## config.mk

```make
export PLATFORM = sky130hd
export DESIGN_NAME = acc_cpu
export DESIGN_NICKNAME = d
export VERILOG_FILES = /design/src/rtl/acc_cpu_pkg.sv /design/src/rtl/acc_cpu_seq.sv /design/src/rtl/acc_cpu_agen.sv /design/src/rtl/acc_cpu_alu.sv /design/src/rtl/acc_cpu.sv
export SDC_FILE = /design/constraint.sdc
export NUM_CORES = 1
export LEC_CHECK = 0
export ABC_AREA = 1
export BUFFER_PORTS_ARGS = -buffer_cell sky130_fd_sc_hd__buf_2
export CORE_MARGIN = 1.5
export CORE_UTILIZATION = 25
export CTS_BUF_LIST = sky130_fd_sc_hd__clkbuf_4
export DETAILED_ROUTE_END_ITERATION = 12
export GPL_ROUTABILITY_DRIVEN = 0
export SETUP_SLACK_MARGIN = 0.02
export SLEW_MARGIN = 20
export SYNTH_ARGS = -nofsm -noshare
export SYNTH_HDL_FRONTEND = slang
export SYNTH_HIERARCHICAL = 1
export SYNTH_SLANG_ARGS = --single-unit
```

## constraint.sdc

```tcl
create_clock -name clk -period 4.2 [get_ports clk]
set_input_delay 0.63 -clock clk [delete_from_list [all_inputs] [get_ports clk]]
set_output_delay 0.63 -clock clk [all_outputs]
set_load 0.05 [all_outputs]
```

## src/rtl/acc_cpu_pkg.sv

```systemverilog
package acc_cpu_pkg;

  localparam int OPC_W = 4;

  typedef enum logic [OPC_W-1:0] {
    OP_LDM  = 4'd0,
    OP_LDD  = 4'd1,
    OP_LDI  = 4'd2,
    OP_LDX  = 4'd3,
    OP_LDR  = 4'd4,
    OP_ADDI = 4'd5,
    OP_ADDA = 4'd6,
    OP_SUBI = 4'd7,
    OP_SUBA = 4'd8,
    OP_INC  = 4'd9,
    OP_HALT = 4'd15
  } opcode_e;

  typedef enum logic [2:0] {
    ST_FETCH  = 3'd0,
    ST_DECODE = 3'd1,
    ST_READ1  = 3'd2,
    ST_READ2  = 3'd3,
    ST_EXEC   = 3'd4,
    ST_HALT   = 3'd5
  } state_e;

endpackage

```

## src/rtl/acc_cpu_seq.sv

```systemverilog
module acc_cpu_seq
  import acc_cpu_pkg::*;
(
  input  logic    clk,
  input  logic    rst_ni,
  input  opcode_e dec_op,
  input  opcode_e ir_op,
  output state_e  state
);

  state_e state_q, state_d;

  always_comb begin
    state_d = state_q;
    unique case (state_q)
      ST_FETCH:  state_d = ST_DECODE;
      ST_DECODE: begin
        case (dec_op)
          OP_LDD, OP_LDI, OP_LDX, OP_ADDA, OP_SUBA: state_d = ST_READ1;
          OP_LDM, OP_LDR, OP_ADDI, OP_SUBI, OP_INC: state_d = ST_EXEC;
          default:                                  state_d = ST_HALT;
        endcase
      end
      ST_READ1:  state_d = (ir_op == OP_LDI) ? ST_READ2 : ST_EXEC;
      ST_READ2:  state_d = ST_EXEC;
      ST_EXEC:   state_d = ST_FETCH;
      ST_HALT:   state_d = ST_HALT;
      default:   state_d = ST_HALT;
    endcase
  end

  always_ff @(posedge clk or negedge rst_ni) begin
    if (!rst_ni) state_q <= ST_FETCH;
    else         state_q <= state_d;
  end

  assign state = state_q;

  AST_HALT_STICKY: assert property (@(posedge clk) disable iff (!rst_ni)
    (state_q == ST_HALT) |=> (state_q == ST_HALT));

  AST_READ2_ONLY_PTR: assert property (@(posedge clk) disable iff (!rst_ni)
    (state_q == ST_READ2) |-> (ir_op == OP_LDI));

endmodule

```

## src/rtl/acc_cpu_agen.sv

```systemverilog
module acc_cpu_agen
  import acc_cpu_pkg::*;
#(
  parameter int AW = 11
) (
  input  state_e        state,
  input  opcode_e       ir_op,
  input  logic [AW-1:0] opnd,
  input  logic [AW-1:0] ix_lo,
  input  logic [AW-1:0] pc,
  input  logic [AW-1:0] ptr,
  output logic [AW-1:0] addr
);

  logic [AW-1:0] idx_sum;

  // Sum is kept to AW bits, so indexed addresses wrap around memory
  assign idx_sum = opnd + ix_lo;

  always_comb begin
    addr = pc;
    case (state)
      ST_READ1: addr = (ir_op == OP_LDX) ? idx_sum : opnd;
      ST_READ2: addr = ptr;
      default:  addr = pc;
    endcase
  end

endmodule

```

## src/rtl/acc_cpu_alu.sv

```systemverilog
module acc_cpu_alu
  import acc_cpu_pkg::*;
#(
  parameter int DW = 16
) (
  input  opcode_e       op,
  input  logic          sel,
  input  logic [DW-1:0] imm,
  input  logic [DW-1:0] mdata,
  input  logic [DW-1:0] acc,
  input  logic [DW-1:0] ix,
  output logic [DW-1:0] acc_d,
  output logic [DW-1:0] ix_d,
  output logic          acc_wr,
  output logic          ix_wr
);

  always_comb begin
    acc_d  = acc;
    ix_d   = ix;
    acc_wr = 1'b0;
    ix_wr  = 1'b0;
    case (op)
      OP_LDM:                 begin acc_d = imm;         acc_wr = 1'b1; end
      OP_LDD, OP_LDI, OP_LDX: begin acc_d = mdata;       acc_wr = 1'b1; end
      OP_LDR:                 begin ix_d  = imm;         ix_wr  = 1'b1; end
      OP_ADDI:                begin acc_d = acc + imm;   acc_wr = 1'b1; end
      OP_ADDA:                begin acc_d = acc + mdata; acc_wr = 1'b1; end
      OP_SUBI:                begin acc_d = acc - imm;   acc_wr = 1'b1; end
      OP_SUBA:                begin acc_d = acc - mdata; acc_wr = 1'b1; end
      OP_INC: begin
        if (sel) begin ix_d  = ix + 1'b1;  ix_wr  = 1'b1; end
        else     begin acc_d = acc + 1'b1; acc_wr = 1'b1; end
      end
      default: ;
    endcase
  end

endmodule

```

## src/rtl/acc_cpu.sv

```systemverilog
module acc_cpu
  import acc_cpu_pkg::*;
#(
  parameter int DW = 16,
  localparam int AW = DW - OPC_W - 1
) (
  input  logic          clk,
  input  logic          rst_n,
  output logic [AW-1:0] mem_addr,
  input  logic [DW-1:0] mem_rdata,
  output logic          mem_we,
  output logic [DW-1:0] dbg_acc,
  output logic [DW-1:0] dbg_ix,
  output logic [AW-1:0] dbg_pc,
  output logic          dbg_halted
);

  localparam int SEL_BIT = AW;
  localparam int OPC_LSB = AW + 1;

  // Reset: asserted at once, released after two clock stages
  logic [1:0] rst_sync_q;
  logic       rst_i;

  always_ff @(posedge clk or negedge rst_n) begin
    if (!rst_n) rst_sync_q <= 2'b00;
    else        rst_sync_q <= {rst_sync_q[0], 1'b1};
  end
  assign rst_i = rst_sync_q[1];

  state_e        state;
  logic [DW-1:0] ir_q, ir_d;
  logic          ir_en;
  logic [AW-1:0] pc_q, pc_d;
  logic          pc_en;
  logic [DW-1:0] acc_q, acc_d, ix_q, ix_d;
  logic          acc_wr, ix_wr, acc_en, ix_en;
  opcode_e       ir_op, dec_op;
  logic          ir_sel;
  logic [AW-1:0] ir_opnd;
  logic [DW-1:0] imm_ext;

  assign dec_op  = opcode_e'(mem_rdata[DW-1:OPC_LSB]);
  assign ir_op   = opcode_e'(ir_q[DW-1:OPC_LSB]);
  assign ir_sel  = ir_q[SEL_BIT];
  assign ir_opnd = ir_q[AW-1:0];
  assign imm_ext = {{(DW-AW){1'b0}}, ir_opnd};

  acc_cpu_seq u_seq (
    .clk    (clk),
    .rst_ni (rst_i),
    .dec_op (dec_op),
    .ir_op  (ir_op),
    .state  (state)
  );

  acc_cpu_agen #(.AW(AW)) u_agen (
    .state (state),
    .ir_op (ir_op),
    .opnd  (ir_opnd),
    .ix_lo (ix_q[AW-1:0]),
    .pc    (pc_q),
    .ptr   (mem_rdata[AW-1:0]),
    .addr  (mem_addr)
  );

  acc_cpu_alu #(.DW(DW)) u_alu (
    .op     (ir_op),
    .sel    (ir_sel),
    .imm    (imm_ext),
    .mdata  (mem_rdata),
    .acc    (acc_q),
    .ix     (ix_q),
    .acc_d  (acc_d),
    .ix_d   (ix_d),
    .acc_wr (acc_wr),
    .ix_wr  (ix_wr)
  );

  // Next-state and enables
  always_comb begin
    ir_en  = (state == ST_DECODE);
    ir_d   = mem_rdata;
    pc_en  = (state == ST_FETCH);
    pc_d   = pc_q + 1'b1;
    acc_en = (state == ST_EXEC) && acc_wr;
    ix_en  = (state == ST_EXEC) && ix_wr;
  end

  // Registers
  always_ff @(posedge clk or negedge rst_i) begin
    if (!rst_i) begin
      ir_q  <= '0;
      pc_q  <= '0;
      acc_q <= '0;
      ix_q  <= '0;
    end else begin
      if (ir_en)  ir_q  <= ir_d;
      if (pc_en)  pc_q  <= pc_d;
      if (acc_en) acc_q <= acc_d;
      if (ix_en)  ix_q  <= ix_d;
    end
  end

  assign mem_we     = 1'b0;
  assign dbg_acc    = acc_q;
  assign dbg_ix     = ix_q;
  assign dbg_pc     = pc_q;
  assign dbg_halted = (state == ST_HALT);

  AST_PC_STEP: assert property (@(posedge clk) disable iff (!rst_i)
    (state == ST_FETCH) |=> (pc_q == AW'($past(pc_q) + 1'b1)));

  AST_HALT_FROZEN: assert property (@(posedge clk) disable iff (!rst_i)
    dbg_halted |=> ($stable(pc_q) && $stable(acc_q) && $stable(ix_q)));

  AST_INC_ACC_KEEPS_IX: assert property (@(posedge clk) disable iff (!rst_i)
    (state == ST_EXEC && ir_op == OP_INC && !ir_sel) |=> $stable(ix_q));

  AST_INC_IX_KEEPS_ACC: assert property (@(posedge clk) disable iff (!rst_i)
    (state == ST_EXEC && ir_op == OP_INC && ir_sel) |=> $stable(acc_q));

  AST_LDR_KEEPS_ACC: assert property (@(posedge clk) disable iff (!rst_i)
    (state == ST_EXEC && ir_op == OP_LDR) |=> $stable(acc_q));

endmodule

```

==> results of run 1 <==
cell usage after synthesis (11+ instances only):
master    count  area [um2]
inv_2        12        45.0
o21ai_0      86         430
o22ai_1      18         113
inv_1       163         612
nand4_1      24         150
a21oi_1      45         225
dfrtp_1      64        1600
nand2_1     255         957
o221ai_1     11        96.3
xor2_1       17         149
nand3_1      91         455
ha_1         30         375
nor3_1       11        55.1
nor2_1       95         357
state kept, by name, summed over array words and instances, names as in the netlist:
register     cells
ir_q            16
dbg_ix          16
dbg_acc         16
rst_sync_q       2
u_seq/state      3
dbg_pc          11
area by class of cell:
class / instances / share of cell area
Antenna cell: 1 / 0.000320
Clock buffer: 9 / 0.00865
Timing Repair Buffer: 77 / 0.0512
Sequential cell: 64 / 0.205
Multi-Input combinational cell: 822 / 0.584
Tap cell: 341 / 0.0546
Clock inverter: 7 / 0.0102
Inverter: 178 / 0.0861
cells by family (layout without fill, tap and decap cells):
family	Yosys count	count (layout)	synth area share
AO/OA/AOI/OAI	216	216	0.188
AND/OR/NAND/NOR	514	514	0.337
buffers and inverters	197	271	0.114
XOR/XNOR	26	26	0.0330
flip-flops	64	64	0.232
multiplexers	17	17	0.0332
other	2	18	0.00109
adder cells (fa/ha/maj)	32	32	0.0602
final timing paths:
kind / endpoint / slack, ns
max reg2reg: dbg_acc[13]$_DFFE_PN0P_ / 0.45
min reg2reg: dbg_pc[10]$_DFFE_PN0N_ / 0.32
min: dbg_pc[10]$_DFFE_PN0N_ / 0.32
max: dbg_acc[13]$_DFFE_PN0P_ / 0.45
min in group clk: rst_sync_q[1]$_DFF_PN0_ / 0.37
max in group asynchronous: u_seq/state[1]$_DFF_PN0_ / 2.94
power groups by stage:
stage	clock, mW	sequential, mW	combinational (mW)
3_5_place_dp	0	0.662	0.376
3_3_place_gp	0	0.662	0.372
6_report	0.488	0.649	0.386
5_1_grt	0.520	0.652	0.437
2_1_floorplan	0	0.656	0.271
4_1_cts	0.502	0.650	0.378
metrics by stage:
stage / power (mW) / util / hold slack (ns)
final: 1.52 / 0.289 / 0.317
after global routing: 1.61 / 0.289 / 0.387
after CTS: 1.53 / 0.289 / 0.355
after detailed placement: 1.04 / 0.283 / 0.341
after global placement: 1.03 / 0.283 / 0.335
after floorplan: 0.928 / - / 0.331
what timing repair did:
| action | in CTS | in global routing |
|---|---|---|
| hold buffers | 1 | 0 |
| setup endpoints to repair | 0 | 0 |
| endpoints found under the hold margin | 2 | 0 |
worst register-to-register path, delay by kind of cell (launching register included):
family          cells  cell delay [ns]
fa+ha+maj           1             0.38
flops               1             0.54
compound gates      5             1.09
buf+inv             5             0.54
simple gates       11             1.14
placed cells by master, fill, tap and decap left out, types with 5 or more instances in the layout:
cell type,n
o211ai_1,7
xor2_1,17
o22ai_1,18
nand4_1,24
clkbuf_4,9
mux2_2,7
inv_2,12
conb_1,17
a21oi_1,45
nand2_1,255
nor3_1,11
o221ai_1,11
mux2_4,10
dfrtp_1,63
ha_1,30
nor2_1,95
nand3_1,91
xnor2_1,9
nor2_4,7
o2111ai_1,7
a22o_1,5
nor2_2,8
o21ai_1,7
o21ai_0,86
buf_2,72
inv_1,163
routing by layer:
| layer | global-route usage | part of all wire | vias to the layer above |
|---|---|---|---|
| li1 | - | - | 3720 |
| met3 | 0.0166 | 0.050 | 37 |
| met2 | 0.260 | 0.45 | 241 |
| met1 | 0.222 | 0.47 | 3400 |
| met5 | 0 | 0 | - |
| met4 | 0.0731 | 0.031 | 0 |
==> impl_metrics.json, run 1 <==
{
  "status": "finished clean",
  "core_mm2": 0.0270,
  "p_per_area_mw_per_mm2": 195,
  "root_buffer": "clkbuf_4",
  "die_area_mm2": 0.0286,
  "first_global_vias": 6723,
  "wl_per_cell_um": 15.3,
  "hold_violations": 0,
  "p_switching_uw": 583,
  "clock-sinks": 64,
  "numCtsBuffers": 9,
  "post-route-min-period_ns": 3.75,
  "maxCapViolCount": 0,
  "path_buf_inv": 5,
  "die_y_um": 169,
  "cts_max_path_buffers": 2,
  "crit_fanout": 18,
  "initial_core_util": 0.255,
  "cts.repair.resized": 0,
  "timing.rr.start": "ir_q[15]$_DFFE_PN0N_",
  "cp.depth": 22,
  "cpLargestDelayFamily": "simple AND/OR/NAND/NOR gates",
  "antenna_left": 0,
  "crit_start": "ir_q[15]$_DFFE_PN0N_",
  "placed_cell_area_mm2": 0.00765,
  "synthArstFlopShare": 1.00,
  "synth-edff-count": 0,
  "dp_cells": 1481,
  "num_io_pins": 74,
  "maxSlewViolCount": 0,
  "avgSynthCellArea_um2": 6.46,
  "setup_viol_count_final": 0,
  "critPathMaxStageDelay_ns": 0.54,
  "period_share": 0.893,
  "clock_skew_ns": 0.0260,
  "path_common_cell": "nand2_1",
  "swShare": 0.382,
  "dp_hpwl_um": 18000,
  "seq_area_frac_synth": 0.232,
  "post-place-ws_ns": 0.400,
  "p_comb_frac": 0.253,
  "hp-class": "flip-flop to async pin",
  "syn_to_final_growth_pct": 13.3,
  "route.vias.total": 7398,
  "max_clock_freq_ghz": 0.267,
  "cp-end-kind": "flip-flop",
  "power_leakage_nw": 3.98,
  "grt_max_degree": 34,
  "die_w_um": 169,
  "multi_input_comb_area_mm2": 0.00456,
  "layout.cells.non_filler": 1499,
  "stdcell_area_mm2": 0.00782,
  "synthFlopType": "dfrtp_1",
  "grt_pass1_wl_um": 36600,
  "cp_cell_sequence": "inv_1, nor2_2, inv_2, nor2_8, a21oi_4, inv_2, nor2_1, a311oi_1, ha_1, a21oi_1, nand2_1, nand2_1, nand3_1, a21oi_1, inv_1, nand2_1, nand2_1, nand2_1, nand3_1, nand4_1, inv_1, o21ai_0",
  "routed_via_density": 4.94,
  "maxSlewHeadroom": 0.529,
  "synth_area_mm2": 0.00690,
  "crit_path_top_delay_cell": "dfrtp_1",
  "rows": 60,
  "grt_use_total": 0.163,
  "ys_types": 57,
  "ff2ff_path_depth": 22,
  "internal_power_uw": 941,
  "cts_tree": "done",
  "rsz0062_at_grt": "no",
  "synth_seq_cells": 64,
  "setup_tns_ns": 0,
  "synthCells": 1068,
  "clockPowerShare": 0.320,
  "post-cts-setup-buffer-count": 0,
  "crit_arrival_ns": 4.16,
  "port-buffer-count": 72,
  "drc_errors": 0,
  "crit_type": "flip-flop to flip-flop",
  "seq_area_mm2": 0.00160,
  "grt_overflow": 0,
  "required_ns": 4.61,
  "first_pass_iters": 5,
  "routed_wl_um": 23000,
  "n_fill_cell": 3012,
  "critPathLaunchType": "flip-flop",
  "cts_htree_levels": 3,
  "tightest_slew_ns": 0.704,
  "clk-insertion-delay-late_ns": 0.49,
  "path_clk_slew_ns": 0.15,
  "drive_gt1_frac": 0.139,
  "antenna_found_initial": 1,
  "pwr-share-seq": 0.426,
  "final.setup.worst_slack_ns": 0.448,
  "fin_nets": 1202,
  "drt_iter0_markers": 749,
  "yosysWarnings": 6,
  "ir_drop_mv": 0.118
}
(Power assumes the default switching activity.)
==> run 2, diff against run 1 <==
--- a/config.mk
+++ b/config.mk
@@ -7,11 +7,13 @@
 export LEC_CHECK = 0
 export ABC_AREA = 1
 export BUFFER_PORTS_ARGS = -buffer_cell sky130_fd_sc_hd__buf_2
+export CORE_ASPECT_RATIO = 1.5
 export CORE_MARGIN = 1.5
-export CORE_UTILIZATION = 25
+export CORE_UTILIZATION = 54
 export CTS_BUF_LIST = sky130_fd_sc_hd__clkbuf_4
 export DETAILED_ROUTE_END_ITERATION = 12
 export GPL_ROUTABILITY_DRIVEN = 0
+export PLACE_DENSITY = 0.74
 export SETUP_SLACK_MARGIN = 0.02
 export SLEW_MARGIN = 20
 export SYNTH_ARGS = -nofsm -noshare
==> impl_metrics.json, run 2 (synthesis results as in run 1) <==
{
  "p_per_area_mw_per_mm2": 197,
  "antenna_left": 0,
  "hold_violations": 0,
  "maxCapViolCount": 0,
  "grt_use_total": 0.328,
  "syn_to_final_growth_pct": 10.0,
  "dp_hpwl_um": 16500,
  "seq_area_mm2": 0.00160,
  "clock-sinks": 64,
  "p_switching_uw": 557,
  "core_mm2": 0.0124,
  "crit_type": "flip-flop to flip-flop",
  "maxSlewViolCount": 0,
  "cts_htree_levels": 3,
  "cts.repair.resized": 0,
  "path_clk_slew_ns": 0.15,
  "drive_gt1_frac": 0.140,
  "required_ns": 4.52,
  "routed_wl_um": 21400,
  "post-route-min-period_ns": 3.63,
  "layout.cells.non_filler": 1315,
  "drc_errors": 0,
  "m1WireLength_um": 8240,
  "setup_viol_count_final": 0,
  "n_fill_cell": 1281,
  "clock_skew_ns": 0.0288,
  "p_comb_frac": 0.257,
  "first_global_vias": 7155,
  "fin_nets": 1203,
  "root_buffer": "clkbuf_4",
  "swShare": 0.372,
  "clockPowerShare": 0.310,
  "port-buffer-count": 72,
  "met3_length_um": 1210,
  "tightest_slew_ns": 0.696,
  "hp-class": "flip-flop to async pin",
  "status": "finished clean",
  "antenna_found_initial": 1,
  "grt_overflow": 0,
  "grt_pass1_wl_um": 34400,
  "initial_core_util": 0.554,
  "rows": 50,
  "rsz0062_at_grt": "no",
  "route.vias.total": 7600,
  "maxSlewHeadroom": 0.536,
  "crit_fanout": 7,
  "numCtsBuffers": 9,
  "met2_length_um": 10900,
  "multi_input_comb_area_mm2": 0.00456,
  "grt_max_degree": 34,
  "drt_iter0_markers": 602,
  "layout.cells.most_common": "nand2_1",
  "reg2reg_slack_ns": 0.57,
  "internal_power_uw": 941,
  "cts_tree": "done",
  "cts_max_path_buffers": 2,
  "dp_cells": 1297,
  "crit_arrival_ns": 3.95,
  "top_layer_used": "met4",
  "routed_via_density": 5.78,
  "ir_drop_mv": 0.106,
  "first_pass_iters": 7,
  "post-route-util": 0.610,
  "die_w_um": 95.3,
  "die_area_mm2": 0.0135,
  "power_leakage_nw": 3.99,
  "num_io_pins": 74,
  "period_share": 0.864,
  "clk-insertion-delay-late_ns": 0.47,
  "cp-end-kind": "flip-flop",
  "die_y_um": 141,
  "critPathLaunchType": "flip-flop",
  "wl_per_cell_um": 16.3,
  "setup_tns_ns": 0,
  "max_clock_freq_ghz": 0.276,
  "pwr-share-seq": 0.433,
  "total_power_mw": 1.50,
  "final_cell_mix": "255 x nand2_1, 163 x inv_1, 95 x nor2_1"
}
[run 2: cell types whose count changed in the layout (fill, tap and decap cells not counted)]
cell        previous run  this run
clkinvlp_4             2         1
inv_6                  2         3
clkinv_4               3         2
clkinv_2               0         1
buf_4                  4         5
[run 2: critical path, stage by stage, from the launching register on]
cell and delay, ns:
dfrtp_1 0.49, inv_2 0.09, nor2_4 0.15, nand2_1 0.12
nor2_1 0.39, inv_1 0.18, nand2_1 0.13, o21ai_0 0.12
ha_1 0.23, fa_1 0.36, inv_1 0.10, nand3_1 0.08
nand3_1 0.17, a21oi_1 0.12, o21ai_0 0.25, a21oi_1 0.10
o21ai_0 0.13, nand4_1 0.13, inv_1 0.07, o21ai_0 0.07
[run 2: per-stage QoR]
step | hold slack, ns | area [um2] | setup slack (ns)
after floorplan | 0.331 | 6950 | 1.01
after global placement | 0.333 | 7430 | 0.529
after detailed placement | 0.337 | 7430 | 0.459
after CTS | 0.353 | 7590 | 0.637
after global routing | 0.390 | 7590 | 0.184
final | 0.325 | 7590 | 0.571
[run 2: area by class of cell]
cell class	count	share of cell area
Antenna cell	1	0.000330
Clock inverter	7	0.0102
Timing Repair Buffer	78	0.0538
Clock buffer	9	0.00890
Inverter	178	0.0887
Tap cell	156	0.0257
Sequential cell	64	0.211
Multi-Input combinational cell	822	0.601
[run 2: per-layer routing]
metal	GRT usage	vias up
met1	0.362	3516
li1	-	3717
met4	0.182	0
met3	0.0456	72
met5	0	-
met2	0.586	295
[run 2: timing repair]
item,4_1_cts,5_1_grt
buffers inserted,0,0
endpoints found under the hold margin,2,0
hold buffers,1,0
[run 2: path summary, 6_finish.rpt]
path                                    startpoint                 endpoint  cells past startpoint
min in group clk           rst_sync_q[0]$_DFF_PN0_  rst_sync_q[1]$_DFF_PN0_                      0
hold reg to reg            rst_sync_q[1]$_DFF_PN0_    dbg_pc[7]$_DFFE_PN0N_                      0
max in group asynchronous  rst_sync_q[1]$_DFF_PN0_  dbg_acc[11]$_DFFE_PN0P_                      1
setup / recovery              ir_q[14]$_DFFE_PN0N_  dbg_acc[10]$_DFFE_PN0P_                     19
setup reg to reg              ir_q[14]$_DFFE_PN0N_  dbg_acc[10]$_DFFE_PN0P_                     19
hold / removal             rst_sync_q[1]$_DFF_PN0_    dbg_pc[7]$_DFFE_PN0N_                      0
[run 2: power groups by stage]
stage | logic, mW | registers [mW] | clock network, mW
floorplan | 0.271 | 0.656 | 0
global placement | 0.369 | 0.661 | 0
detailed placement | 0.372 | 0.661 | 0
CTS | 0.375 | 0.649 | 0.480
global route | 0.429 | 0.652 | 0.502
finish | 0.384 | 0.649 | 0.465
==> run 3, diff against run 2 <==
--- a/config.mk
+++ b/config.mk
@@ -5,7 +5,7 @@
 export SDC_FILE = /design/constraint.sdc
 export NUM_CORES = 1
 export LEC_CHECK = 0
-export ABC_AREA = 1
+export ABC_AREA = 0
 export BUFFER_PORTS_ARGS = -buffer_cell sky130_fd_sc_hd__buf_2
 export CORE_ASPECT_RATIO = 1.5
 export CORE_MARGIN = 1.5
@@ -13,7 +13,7 @@
 export CTS_BUF_LIST = sky130_fd_sc_hd__clkbuf_4
 export DETAILED_ROUTE_END_ITERATION = 12
 export GPL_ROUTABILITY_DRIVEN = 0
-export PLACE_DENSITY = 0.74
+export PLACE_DENSITY = 0.75
 export SETUP_SLACK_MARGIN = 0.02
 export SLEW_MARGIN = 20
 export SYNTH_ARGS = -nofsm -noshare
==> constraint.sdc (replaced) <==
create_clock -name clk -period 4.2 [get_ports clk]
set_input_delay 0.63 -clock clk [delete_from_list [all_inputs] [get_ports clk]]
set_output_delay 0.63 -clock clk [all_outputs]
set_load 0.005 [all_outputs]
==> impl_metrics.json, run 3 <==
{
  "wl_per_cell_um": 19.4,
  "hp-class": "flip-flop to async pin",
  "ys_types": 85,
  "synthTopCellsByArea": "dfrtp_1 24%, mux2_2 8.8%, ha_1 5.7%, o21ai_0 4.8%, nand2_1 4.1%",
  "power_leakage_nw": 3.63,
  "ff2ff_path_depth": 15,
  "hold_violations": 0,
  "antenna_left": 0,
  "first_pass_iters": 6,
  "root_buffer": "clkbuf_4",
  "synth_area_mm2": 0.00655,
  "total_power_mw": 1.31,
  "core_mm2": 0.0119,
  "routed_wl_um": 21000,
  "placed_cell_area_mm2": 0.00745,
  "clock-sinks": 64,
  "maxSlewHeadroom": 0.302,
  "grt_use_total": 0.326,
  "p_per_area_mw_per_mm2": 170,
  "seq_area_mm2": 0.00160,
  "rsz0062_at_grt": "no",
  "pwr-share-seq": 0.475,
  "synth_seq_cells": 64,
  "clock_skew_ns": 0.0181,
  "cp_cell_sequence": "buf_2, or4_4, or4_1, buf_4, buf_4, nor2_1, mux2i_1, o211ai_1, o21ai_0, ha_1, a21o_1, a21o_1, a21o_1, o31ai_1, xor2_1, o221a_2, nor2_1, mux2_2",
  "yosys.area.top_type_share": 0.245,
  "synthArstFlopShare": 1.00,
  "critPathMaxStageDelay_ns": 0.57,
  "ir_drop_mv": 0.171,
  "path_common_cell": "a21o_1",
  "synthFlopType": "dfrtp_1",
  "routed_via_density": 6.48,
  "seq_area_frac_synth": 0.245,
  "antenna_found_initial": 1,
  "dp_hpwl_um": 15500,
  "maxCapViolCount": 0,
  "max_clock_freq_ghz": 0.246,
  "post-cts-setup-buffer-count": 0,
  "clk-insertion-delay-late_ns": 0.46,
  "timing.rr.start": "ir_q[14]$_DFFE_PN0N_",
  "port-buffer-count": 72,
  "crit_arrival_ns": 4.42,
  "tightest_slew_ns": 1.04,
  "cts_max_path_buffers": 2,
  "yosysMostFrequentCell": "nand2_1",
  "drive_gt1_frac": 0.252,
  "clockPowerShare": 0.440,
  "cts_tree": "done",
  "synthCells": 797,
  "setup_viol_count_final": 0,
  "n_fill_cell": 1066,
  "drt_iter0_markers": 770,
  "numCtsBuffers": 9,
  "yosysWarnings": 6,
  "synth-edff-count": 0,
  "status": "finished clean",
  "swShare": 0.264,
  "cts_htree_levels": 3,
  "route.vias.total": 7002,
  "stdcell_area_mm2": 0.00770,
  "fin_nets": 971,
  "die_w_um": 92.9,
  "p_switching_uw": 346,
  "crit_start": "mem_rdata[3]",
  "path_clk_slew_ns": 0.14,
  "die_y_um": 138,
  "syn_to_final_growth_pct": 17.5,
  "required_ns": 4.56,
  "avgSynthCellArea_um2": 8.22,
  "period_share": 0.966,
  "drc_errors": 0,
  "critPathLaunchType": "primary input",
  "num_io_pins": 74,
  "grt_pass1_wl_um": 32500,
  "internal_power_uw": 963,
  "grt_overflow": 0,
  "crit_fanout": 3,
  "p_comb_frac": 0.085,
  "multi_input_comb_area_mm2": 0.00484,
  "initial_core_util": 0.551,
  "layout.cells.most_common": "buf_2",
  "maxSlewViolCount": 0,
  "die_area_mm2": 0.0128,
  "post-route-min-period_ns": 4.06,
  "first_global_vias": 6554,
  "synth_commonest_cells": "71 x nand2_1, 64 x dfrtp_1, 63 x o21ai_0",
  "crit_path_top_delay_cell": "or4_4",
  "rows": 49,
  "final_cell_mix": "72 x buf_2, 71 x nand2_1, 62 x nor2_1, 62 x dfrtp_1, 62 x o21ai_0",
  "cp-end-kind": "flip-flop",
  "yosys.area.top_type": "dfrtp_1",
  "crit_type": "primary input to flip-flop",
  "grt_max_degree": 40
}
==> run 3: cell count changes in the layout (fill, tap and decap cells not counted), sizes merged, moves of 23 or more <==
cell	change
nand2	-186
o21ai	-23
buf	+52
mux2	+34
nand3	-78
nor2	-50
inv	-158
==> run 3: metal layers <==
layer  vias to the layer above  global-route usage  routed length, um
met3                        99              0.0504               1250
met1                      3347               0.359               7740
met4                         0               0.221               1370
met5                         -                   0                  0
li1                       3218                   -                  -
met2                       338               0.572              10600
==> run 3: repair_timing <==
| item | in CTS | in global routing |
|---|---|---|
| resized for setup | 0 | 9 |
| hold endpoints to repair | 2 | 0 |
| hold buffers | 1 | 0 |
| endpoints found under the setup margin | 0 | 5 |
==> run 3: logic make-up after synthesis <==
| group | share of synthesized area |
|---|---|
| simple gates | 0.220 |
| compound gates | 0.249 |
| mux | 0.120 |
| flops | 0.245 |
| buf+inv | 0.0401 |
| xor+xnor | 0.0615 |
| fa+ha+maj | 0.0634 |
| other cells | 0.00115 |
==> run 3: per-stage QoR <==
step                hold WS (ns)   util  TNS (ns)  worst slack, ns  cells
floorplan                  0.331      -         0          0.00372    823
global placement           0.256  0.626    -0.613           -0.162   1062
detailed placement         0.270  0.626     -1.16           -0.268   1062
CTS                        0.275  0.643         0            0.130   1079
global route               0.305  0.647         0           0.0298   1080
finish                     0.254  0.647         0            0.143   1080
==> run 3: power by group through the flow <==
stage	clock network [mW]	logic, mW	registers, mW
after floorplan	0	0.0489	0.637
after global placement	0	0.102	0.634
after detailed placement	0	0.105	0.634
after CTS	0.587	0.106	0.622
after global routing	0.612	0.120	0.623
final	0.576	0.111	0.622
==> run 3: area by class of cell <==
class | instances | share of cell area
timing repair buffer | 130 | 0.104
inverter | 20 | 0.00975
clock buffer | 9 | 0.00878
sequential | 64 | 0.208
antenna | 1 | 0.000325
tap | 153 | 0.0249
multi-input combinational | 696 | 0.629
clock inverter | 7 | 0.0154
==> run 3: worst max-delay path: cells and delay by family <==
kind / cells / cell delay (ns)
and+or+nand+nor: 4 / 1.21
adders and majority gates: 1 / 0.30
AOI/OAI and AO/OA: 7 / 1.30
xor gates and xnor gates: 1 / 0.19
buffers and inverters: 3 / 0.41
muxes: 2 / 0.36
==> run 3: path summary, 6_finish.rpt <==
| kind | end | slack (ns) |
|---|---|---|
| min | dbg_ix[8]$_DFFE_PN0P_ | 0.25 |
| min reg2reg | dbg_ix[8]$_DFFE_PN0P_ | 0.25 |
| max | dbg_acc[14]$_DFFE_PN0P_ | 0.14 |
| min in group clk | rst_sync_q[1]$_DFF_PN0_ | 0.38 |
| max reg2reg | dbg_acc[14]$_DFFE_PN0P_ | 0.17 |
| max in group asynchronous | u_seq/state[0]$_DFF_PN0_ | 2.99 |
